===== config.mk =====
export PLATFORM = sky130hd
export DESIGN_NAME = es_out_port
export DESIGN_NICKNAME = d
export VERILOG_FILES = /design/src/rtl/es_out_port.sv
export SDC_FILE = /design/constraint.sdc
export NUM_CORES = 1
export LEC_CHECK = 0
export ABC_AREA = 1
export BUFFER_PORTS_ARGS = -buffer_cell sky130_fd_sc_hd__buf_2
export CELL_PAD_IN_SITES_DETAIL_PLACEMENT = 0
export CELL_PAD_IN_SITES_GLOBAL_PLACEMENT = 1
export CORE_ASPECT_RATIO = 0.7
export CORE_MARGIN = 2
export CORE_UTILIZATION = 36
export CTS_CLUSTER_SIZE = 25
export DETAILED_ROUTE_END_ITERATION = 6
export PLACE_DENSITY_LB_ADDON = 0.1
export SYNTH_ARGS = -nofsm -noshare
export SYNTH_HDL_FRONTEND = slang
export SYNTH_SLANG_ARGS = --single-unit

===== constraint.sdc =====
create_clock -name clk -period 2.9 [get_ports clk]
set_clock_uncertainty 0.05 [all_clocks]
set_input_delay 0.145 -clock clk [delete_from_list [all_inputs] [get_ports clk]]
set_output_delay 0.145 -clock clk [all_outputs]
set_load 0.02 [all_outputs]

===== src/rtl/es_out_port.sv =====
module es_out_port #(
  parameter int DW = 8
) (
  input  logic          clk,
  input  logic          rst_n,
  input  logic          par_mode,
  input  logic          aud_req_n,
  input  logic          aud_avail,
  input  logic [DW-1:0] aud_byte,
  input  logic          aud_disc,
  output logic          aud_pop,
  input  logic          vid_req_n,
  input  logic          vid_avail,
  input  logic [DW-1:0] vid_byte,
  input  logic          vid_disc,
  output logic          vid_pop,
  output logic [DW-1:0] dout,
  output logic          dvalid,
  output logic          dstrm,
  output logic          derr_n
);
  localparam int CW = $clog2(DW);

  logic [CW-1:0] rem;
  logic [DW-2:0] shreg;
  logic          last_vid;

  wire free   = (rem == '0);
  wire a_ok   = aud_avail & ~aud_req_n;
  wire v_ok   = vid_avail & ~vid_req_n;
  wire pick_v = v_ok & (~a_ok | ~last_vid);
  wire grant  = free & (a_ok | v_ok);

  wire [DW-1:0] sel_byte = pick_v ? vid_byte : aud_byte;
  wire          sel_disc = pick_v ? vid_disc : aud_disc;

  assign aud_pop = grant & ~pick_v;
  assign vid_pop = grant & pick_v;

  always_ff @(posedge clk) begin
    if (!rst_n) begin
      rem      <= '0;
      shreg    <= '0;
      last_vid <= 1'b1;
      dout     <= '0;
      dvalid   <= 1'b0;
      dstrm    <= 1'b0;
      derr_n   <= 1'b1;
    end else if (grant) begin
      last_vid <= pick_v;
      dvalid   <= 1'b1;
      dstrm    <= pick_v;
      derr_n   <= ~sel_disc;
      if (par_mode) begin
        dout <= sel_byte;
        rem  <= '0;
      end else begin
        dout  <= {{(DW-1){1'b0}}, sel_byte[DW-1]};
        shreg <= sel_byte[DW-2:0];
        rem   <= CW'(DW-1);
      end
    end else if (!free) begin
      dout  <= {{(DW-1){1'b0}}, shreg[DW-2]};
      shreg <= shreg << 1;
      rem   <= rem - 1'b1;
    end else begin
      dvalid <= 1'b0;
      derr_n <= 1'b1;
    end
  end
endmodule


==> results of run 1 <==
==> metal layers <==
metal  GRT usage  wire length (um)  vias to the layer above
met4      0.0189                 7                        0
li1            -                 -                      610
met1       0.208              1350                      504
met3      0.0407               114                        2
met5           0                 0                        -
met2       0.276              1280                       18
==> cells by family (layout without fill, tap and decap cells) <==
group / after synthesis / in the layout / share of synthesized area
XOR/XNOR: 1 / 1 / 0.00753
AO/OA/AOI/OAI: 29 / 29 / 0.137
flip-flops: 22 / 22 / 0.378
AND/OR/NAND/NOR: 89 / 89 / 0.360
buffers and inverters: 26 / 62 / 0.0957
adder cells (fa/ha/maj): 2 / 2 / 0.0215
==> report_power, final <==
group	switching (W)	internal, W	total (W)	leakage, nW
Sequential	0.0000466	0.000394	0.000441	0.181
Clock	0.0000916	0.0000924	0.000184	0.0216
Combinational	0.000382	0.000200	0.000582	0.509
==> how the worst min path moves through the flow <==
stage                     cells after the start     start  slack (ns)               endpoint
after global placement                        4  aud_disc        0.38    derr_n$_SDFFE_PN1P_
after CTS                                     4  aud_disc        0.10    derr_n$_SDFFE_PN1P_
final                                         4  aud_disc        0.10    derr_n$_SDFFE_PN1P_
after global routing                          2     rst_n        0.13  last_vid$_SDFFE_PN1P_
after floorplan                               2  par_mode        0.26   dout[1]$_SDFFE_PN0P_
after detailed placement                      4  aud_disc        0.38    derr_n$_SDFFE_PN1P_
==> state kept, by name (all words and copies together), names as in the netlist <==
register	count
rem	3
dvalid	1
derr_n	1
shreg	7
dstrm	1
dout	8
last_vid	1
==> cells in the final DEF, fill, tap and decap left out <==
master | netlist | layout
dfxtp_1 | 22 | 22
nand3_2 | 2 | 2
nor2_2 | 1 | 1
nand2_1 | 55 | 55
buf_2 | 1 | 37
nand2_4 | 2 | 2
clkinv_2 | 1 | 1
inv_1 | 19 | 19
nor2_1 | 7 | 7
nor2_4 | 2 | 2
nand2_2 | 2 | 2
nand3_4 | 1 | 1
a21oi_1 | 19 | 19
a211oi_1 | 1 | 1
inv_2 | 2 | 2
ha_1 | 2 | 2
nand3_1 | 17 | 17
a21oi_4 | 1 | 1
xnor2_1 | 1 | 1
o21ai_0 | 8 | 8
clkbuf_8 | 0 | 3
==> per-stage QoR <==
stage,util,area (um^2),instances
after global routing,0.451,1410,243
after floorplan,-,1160,169
after global placement,0.438,1370,240
final,0.451,1410,243
after detailed placement,0.438,1370,240
after CTS,0.451,1410,243
==> layout make-up <==
type / count / area, um^2
inverters: 22 / 83.8
clock buffers: 3 / 41.3
multi-input cells: 121 / 612
well taps: 38 / 47.5
fillers: 349 / 1720
flip-flops and latches: 22 / 440
repair buffers: 37 / 185
==> critical path, stage by stage, from the launching register on <==
cell and delay [ns]:
dfxtp_1 0.32, inv_1 0.07, ha_1 0.14, inv_1 0.05, nor2_4 0.30, inv_1 0.21
nor2_2 0.17, buf_2 0.18
==> impl_metrics.csv, run 1 <==
group,metric,value,unit
global_route,antenna_found_initial,0,
pwr,total_leakage_power,0.711,nW
timing,finalHoldViolations,0,
detailed_routing,first_iter_violations,59,
finish,antenna_cells,0,
detailed_routing,drc_errors,0,
clocking,cts_max_path_buffers,2,
yosys,synth_area_leaders,"dfxtp_1, nand2_1, a21oi_1",
setup_path,reg2reg_depth,9,
timing,setup_tns,0,ns
setup_path,crit_required,2.71,ns
clocking,insertion_delay,0.25,ns
die,fp-row-count,17,
yosys,netlist_area,1160,um^2
placed_design,gp_congestion,0.806,
timing,tightest_slew,0.423,ns
clocking,ctsHoldBuffers,0,
status,outcome,"finished, final reports clean",
timing,period_needed,1.89,ns
global_route,grt_pass1_wl,4600,um
yosys,syn_nets,196,
clocking,numCtsBuffers,3,
die,die_x,72.0,um
clocking,htreeDepth,1,
placed_design,dp_slack,1.22,ns
detailed_routing,routed_wl,2750,um
yosys,synth_top_cell_area_share,0.378,
setup_path,crit_arrival,1.69,ns
setup_path,r2r-end,"shreg[4]$_SDFFE_PN0P_",
pwr,powerDensity,856,nW/um^2
die,die_y,51.6,um
yosys,syn_inst,169,
clocking,cts_tree,"done",
yosys,synth_cell_types,23,
die,core-area,3130,um^2
setup_path,startpoint,"rem[0]$_SDFFE_PN0P_",
setup_path,ff2ff_setup_slack,1.22,ns
detailed_routing,via_per_inst,4.67,
yosys,ys.flop_type,"dfxtp_1",
finish,nets,234,
detailed_routing,dr.pass1.iters,6,
timing,grt_setup_unrepaired,"no",
clocking,clk_pin_slew,0.08,ns
setup_path,critical_path.endpoint,"vid_pop",
die,initial_core_util,0.372,
timing,slew_headroom,0.718,
clocking,post-cts-setup-buffer-count,0,
clocking,cts_sinks,22,
yosys,synth-seq-area-share,0.378,
setup_path,cp-end-kind,"output port",
detailed_routing,wire_per_inst,11.3,um
finish,syn2layout_area_growth,21.2,%
setup_path,critical_path_class,"reg2out",
timing,fmax,0.529,GHz
global_route,grt_pass1_vias,1039,
yosys,synth_commonest_cells,"nand2_1, dfxtp_1, a21oi_1, inv_1, nand3_1",
timing,finalWorstSetupSlack,1.01,ns
timing,setup_viol,0,
placed_design,portBuffers,37,
job,cap_violations,0,
yosys,synth_top_area_cell,"dfxtp_1",
detailed_routing,drtAntennaViolNets,0,
clocking,cts_root_buf,"clkbuf_8",
die,pin_count,38,
hold_path,hold_class,"in2reg",
setup_path,start_kind,"flip-flop",
global_route,grt_max_degree,14,
setup_path,cp_max_fo,13,
die,dieArea,3710,um^2
detailed_routing,vias,1134,
clocking,cts_resized,0,
yosys,ys_ff_latch,22,
yosys,synth.most_common_cell,"nand2_1",
yosys,async_reset_ff_frac,0,
yosys,syn_area_per_cell,6.89,um^2
pwr,power,0.00121,W
timing,drv_slew,0,
placed_design,hpwl,2150,um
yosys,synth_edf_count,0,
finish,drive_above_1_share,0.263,
timing,finalCritPeriodShare,0.652,
pwr,vdd_ir_drop_max,0.284,mV
global_route,grtUsageTotal,0.160,
yosys,ys_warn_count,0,
timing,fin_hold_ws,0.102,ns
global_route,grt-ovfl-total,0,
setup_path,r2r_start,"rem[0]$_SDFFE_PN0P_",
(Power assumes the default switching activity.)
==> run 2, diff against run 1 <==
--- a/config.mk
+++ b/config.mk
@@ -5,13 +5,13 @@
 export SDC_FILE = /design/constraint.sdc
 export NUM_CORES = 1
 export LEC_CHECK = 0
-export ABC_AREA = 1
+export ABC_AREA = 0
 export BUFFER_PORTS_ARGS = -buffer_cell sky130_fd_sc_hd__buf_2
 export CELL_PAD_IN_SITES_DETAIL_PLACEMENT = 0
 export CELL_PAD_IN_SITES_GLOBAL_PLACEMENT = 1
 export CORE_ASPECT_RATIO = 0.7
 export CORE_MARGIN = 2
-export CORE_UTILIZATION = 36
+export CORE_UTILIZATION = 33
 export CTS_CLUSTER_SIZE = 25
 export DETAILED_ROUTE_END_ITERATION = 6
 export PLACE_DENSITY_LB_ADDON = 0.1
==> constraint.sdc (replaced) <==
create_clock -name clk -period 1.7 [get_ports clk]
set_clock_uncertainty 0.05 [all_clocks]
set_input_delay 0.085 -clock clk [delete_from_list [all_inputs] [get_ports clk]]
set_output_delay 0.085 -clock clk [all_outputs]
set_load 0.02 [all_outputs]
==> impl_metrics.csv, run 2 <==
group,metric,value,unit
placed_design,portBuffers,37,
clocking,insertion_delay,0.26,ns
pwr,p_seq_frac,0.297,
global_route,grt_max_degree,23,
setup_path,critical_path_class,"reg2reg",
timing,tightest_slew,0.403,ns
timing,period_needed,1.62,ns
global_route,grtUsageTotal,0.170,
die,pin_count,38,
finish,top_register,"dout",
hold_path,hold_class,"in2reg",
pwr,vdd_ir_drop_max,0.538,mV
yosys,synth_top_cell_area_share,0.392,
placed_design,gp_congestion,0.789,
placed_design,hpwl,2250,um
global_route,use_met1,0.255,
clocking,cts_tree,"done",
clocking,numCtsBuffers,3,
setup_path,cp_max_fo,8,
yosys,synth.most_common_cell,"dfxtp_1",
clocking,cts_root_buf,"clkbuf_8",
pwr,clkPwrFrac,0.147,
yosys,synth_cell_types,37,
setup_path,crit_arrival,1.73,ns
global_route,grt_use_met2,0.249,
yosys,synth_commonest_cells,"dfxtp_1, nor2_1, a32o_1",
yosys,syn_inst,112,
pwr,power_frac_comb,0.556,
yosys,ys.flop_type,"dfxtp_1",
timing,drv_slew,0,
placed_design,dp_slack,-0.0130,ns
yosys,ys_warn_count,0,
detailed_routing,vias,1014,
finish,final_common_cell,"buf_2",
yosys,synth-seq-area-share,0.392,
setup_path,start_kind,"flip-flop",
pwr,netSwitchingPower,0.00103,W
global_route,antenna_found_initial,0,
yosys,async_reset_ff_frac,0,
pwr,total_leakage_power,0.668,nW
hold_path,holdCritStartpoint,"vid_disc",
timing,fmax,0.616,GHz
setup_path,crit_required,1.81,ns
detailed_routing,first_iter_violations,58,
yosys,ys_ff_latch,22,
yosys,syn_area_per_cell,10.0,um^2
global_route,busiest_layer,"met1",
timing,setup_tns,0,ns
finish,nFillCells,323,
finish,nets,185,
finish,final_cell_area,1510,um^2
die,die_y,52.8,um
timing,setup_viol,0,
die,core-area,3210,um^2
timing,finalHoldViolations,0,
global_route,grt_pass1_wl,4970,um
placed_design,place_area,1370,um^2
global_route,met3_usage,0.0442,
yosys,synth_edf_count,0,
clocking,htreeDepth,1,
pwr,netSwitchingFraction,0.393,
die,initial_core_util,0.350,
status,outcome,"finished, final reports clean",
detailed_routing,dr.pass1.iters,4,
hold_path,min_to,"derr_n$_SDFFE_PN1P_",
finish,largest_reg_flops,8,
finish,final_cells,204,
setup_path,cp-end-kind,"flip-flop",
timing,finalCritPeriodShare,0.956,
die,dieArea,3900,um^2
yosys,synth_area_leaders,"dfxtp_1, a32o_1, o221a_1",
detailed_routing,drtAntennaViolNets,0,
clocking,cts_sinks,22,
pwr,p_int,0.00159,W
setup_path,r2r_start,"rem[0]$_SDFFE_PN0P_",
finish,antenna_cells,0,
hold_path,holdPathStages,3,
setup_path,ff2ff_setup_slack,0.08,ns
finish,drive_above_1_share,0.439,
setup_path,reg2reg_depth,8,
timing,finalWorstSetupSlack,0.0755,ns
clocking,clk_pin_slew,0.08,ns
yosys,syn_nets,139,
global_route,grt_pass1_vias,981,
pwr,powerDensity,1730,nW/um^2
global_route,grt-ovfl-total,0,
detailed_routing,wire_per_inst,14.8,um
clocking,cts_max_path_buffers,2,
setup_path,r2r-end,"shreg[6]$_SDFFE_PN0P_",
finish,fin_util,0.471,
detailed_routing,via_per_inst,4.97,
finish,final_cell_mix,"buf_2, dfxtp_1, nor2_1, a32o_1, buf_4",
timing,slew_headroom,0.731,
placed_design,placed_cells_incl_taps,195,
finish,syn2layout_area_growth,34.4,%
die,fp-row-count,17,
finish,reg_top3,"dout (8), shreg (7), rem (3)",
clocking,ctsHoldBuffers,0,
die,die_x,73.8,um
detailed_routing,drc_errors,0,
job,cap_violations,0,
yosys,synth_top_area_cell,"dfxtp_1",
detailed_routing,routed_wl,3030,um
yosys,netlist_area,1120,um^2
==> run 2: power groups by stage <==
stage	Clock, W	Sequential [W]	Combinational, W
6_report	0.000385	0.000779	0.00145
5_1_grt	0.000415	0.000796	0.00162
4_1_cts	0.000392	0.000774	0.00140
3_5_place_dp	0	0.000784	0.00127
3_3_place_gp	0	0.000782	0.00124
2_1_floorplan	0	0.000822	0.000849
==> run 2: how the worst max path moves through the flow <==
stage	from	endpoint	slack, ns
final	rem[0]$_SDFFE_PN0P_	shreg[6]$_SDFFE_PN0P_	0.08
after global routing	rem[1]$_SDFFE_PN0P_	shreg[6]$_SDFFE_PN0P_	-0.02
after CTS	rem[0]$_SDFFE_PN0P_	vid_pop	0.006
after detailed placement	rem[0]$_SDFFE_PN0P_	shreg[6]$_SDFFE_PN0P_	-0.01
after global placement	rem[0]$_SDFFE_PN0P_	shreg[6]$_SDFFE_PN0P_	0.03
after floorplan	rem[0]$_SDFFE_PN0P_	dout[6]$_SDFFE_PN0P_	0.09
==> run 2: through the flow <==
stage | total power, W | hold WS [ns]
after floorplan | 0.00167 | 0.197
final | 0.00262 | 0.0774
after global placement | 0.00202 | 0.354
after global routing | 0.00283 | 0.124
after CTS | 0.00257 | 0.0779
after detailed placement | 0.00205 | 0.368
==> run 2: final cells by class <==
cell class	instances	area, um^2	area share
sequential	22	442	0.292
multi-input combinational	80	654	0.433
clock buffer	4	55.1	0.0364
timing repair buffer	48	290	0.192
tap	47	58.8	0.0389
inverter	3	11.3	0.00745
==> run 2: worst max-delay path: stages, from the launching register on <==
cell      delay (ns)
dfxtp_2         0.33
inv_2           0.06
ha_2            0.17
buf_4           0.11
nand2b_4        0.07
a211oi_4        0.25
buf_6           0.17
nor2_1          0.05
o221a_1         0.24
==> run 2: layer usage <==
layer  up-vias  share of wire  wire, um
li1        515              -         -
met1       475           0.54      1630
met2        22           0.41      1240
met3         2          0.049       147
met4         0         0.0040        12
met5         -              0         0
==> run 2: logic make-up (layout without fill, tap and decap cells) <==
kind of cell	after synthesis	in the layout	share of synthesized area
XOR/XNOR	1	1	0.00779
adder cells (fa/ha/maj)	2	2	0.0222
buffers and inverters	10	55	0.0578
AO/OA/AOI/OAI	43	43	0.331
flip-flops	22	22	0.392
AND/OR/NAND/NOR	34	34	0.189
==> run 2: timing repair <==
| item | in CTS | in global routing |
|---|---|---|
| buffers inserted | 4 | 1 |
| resized for setup | 5 | 7 |
| pin swaps | 0 | 2 |
| setup endpoints to repair | 10 | 11 |
| hold endpoints to repair | 0 | 0 |
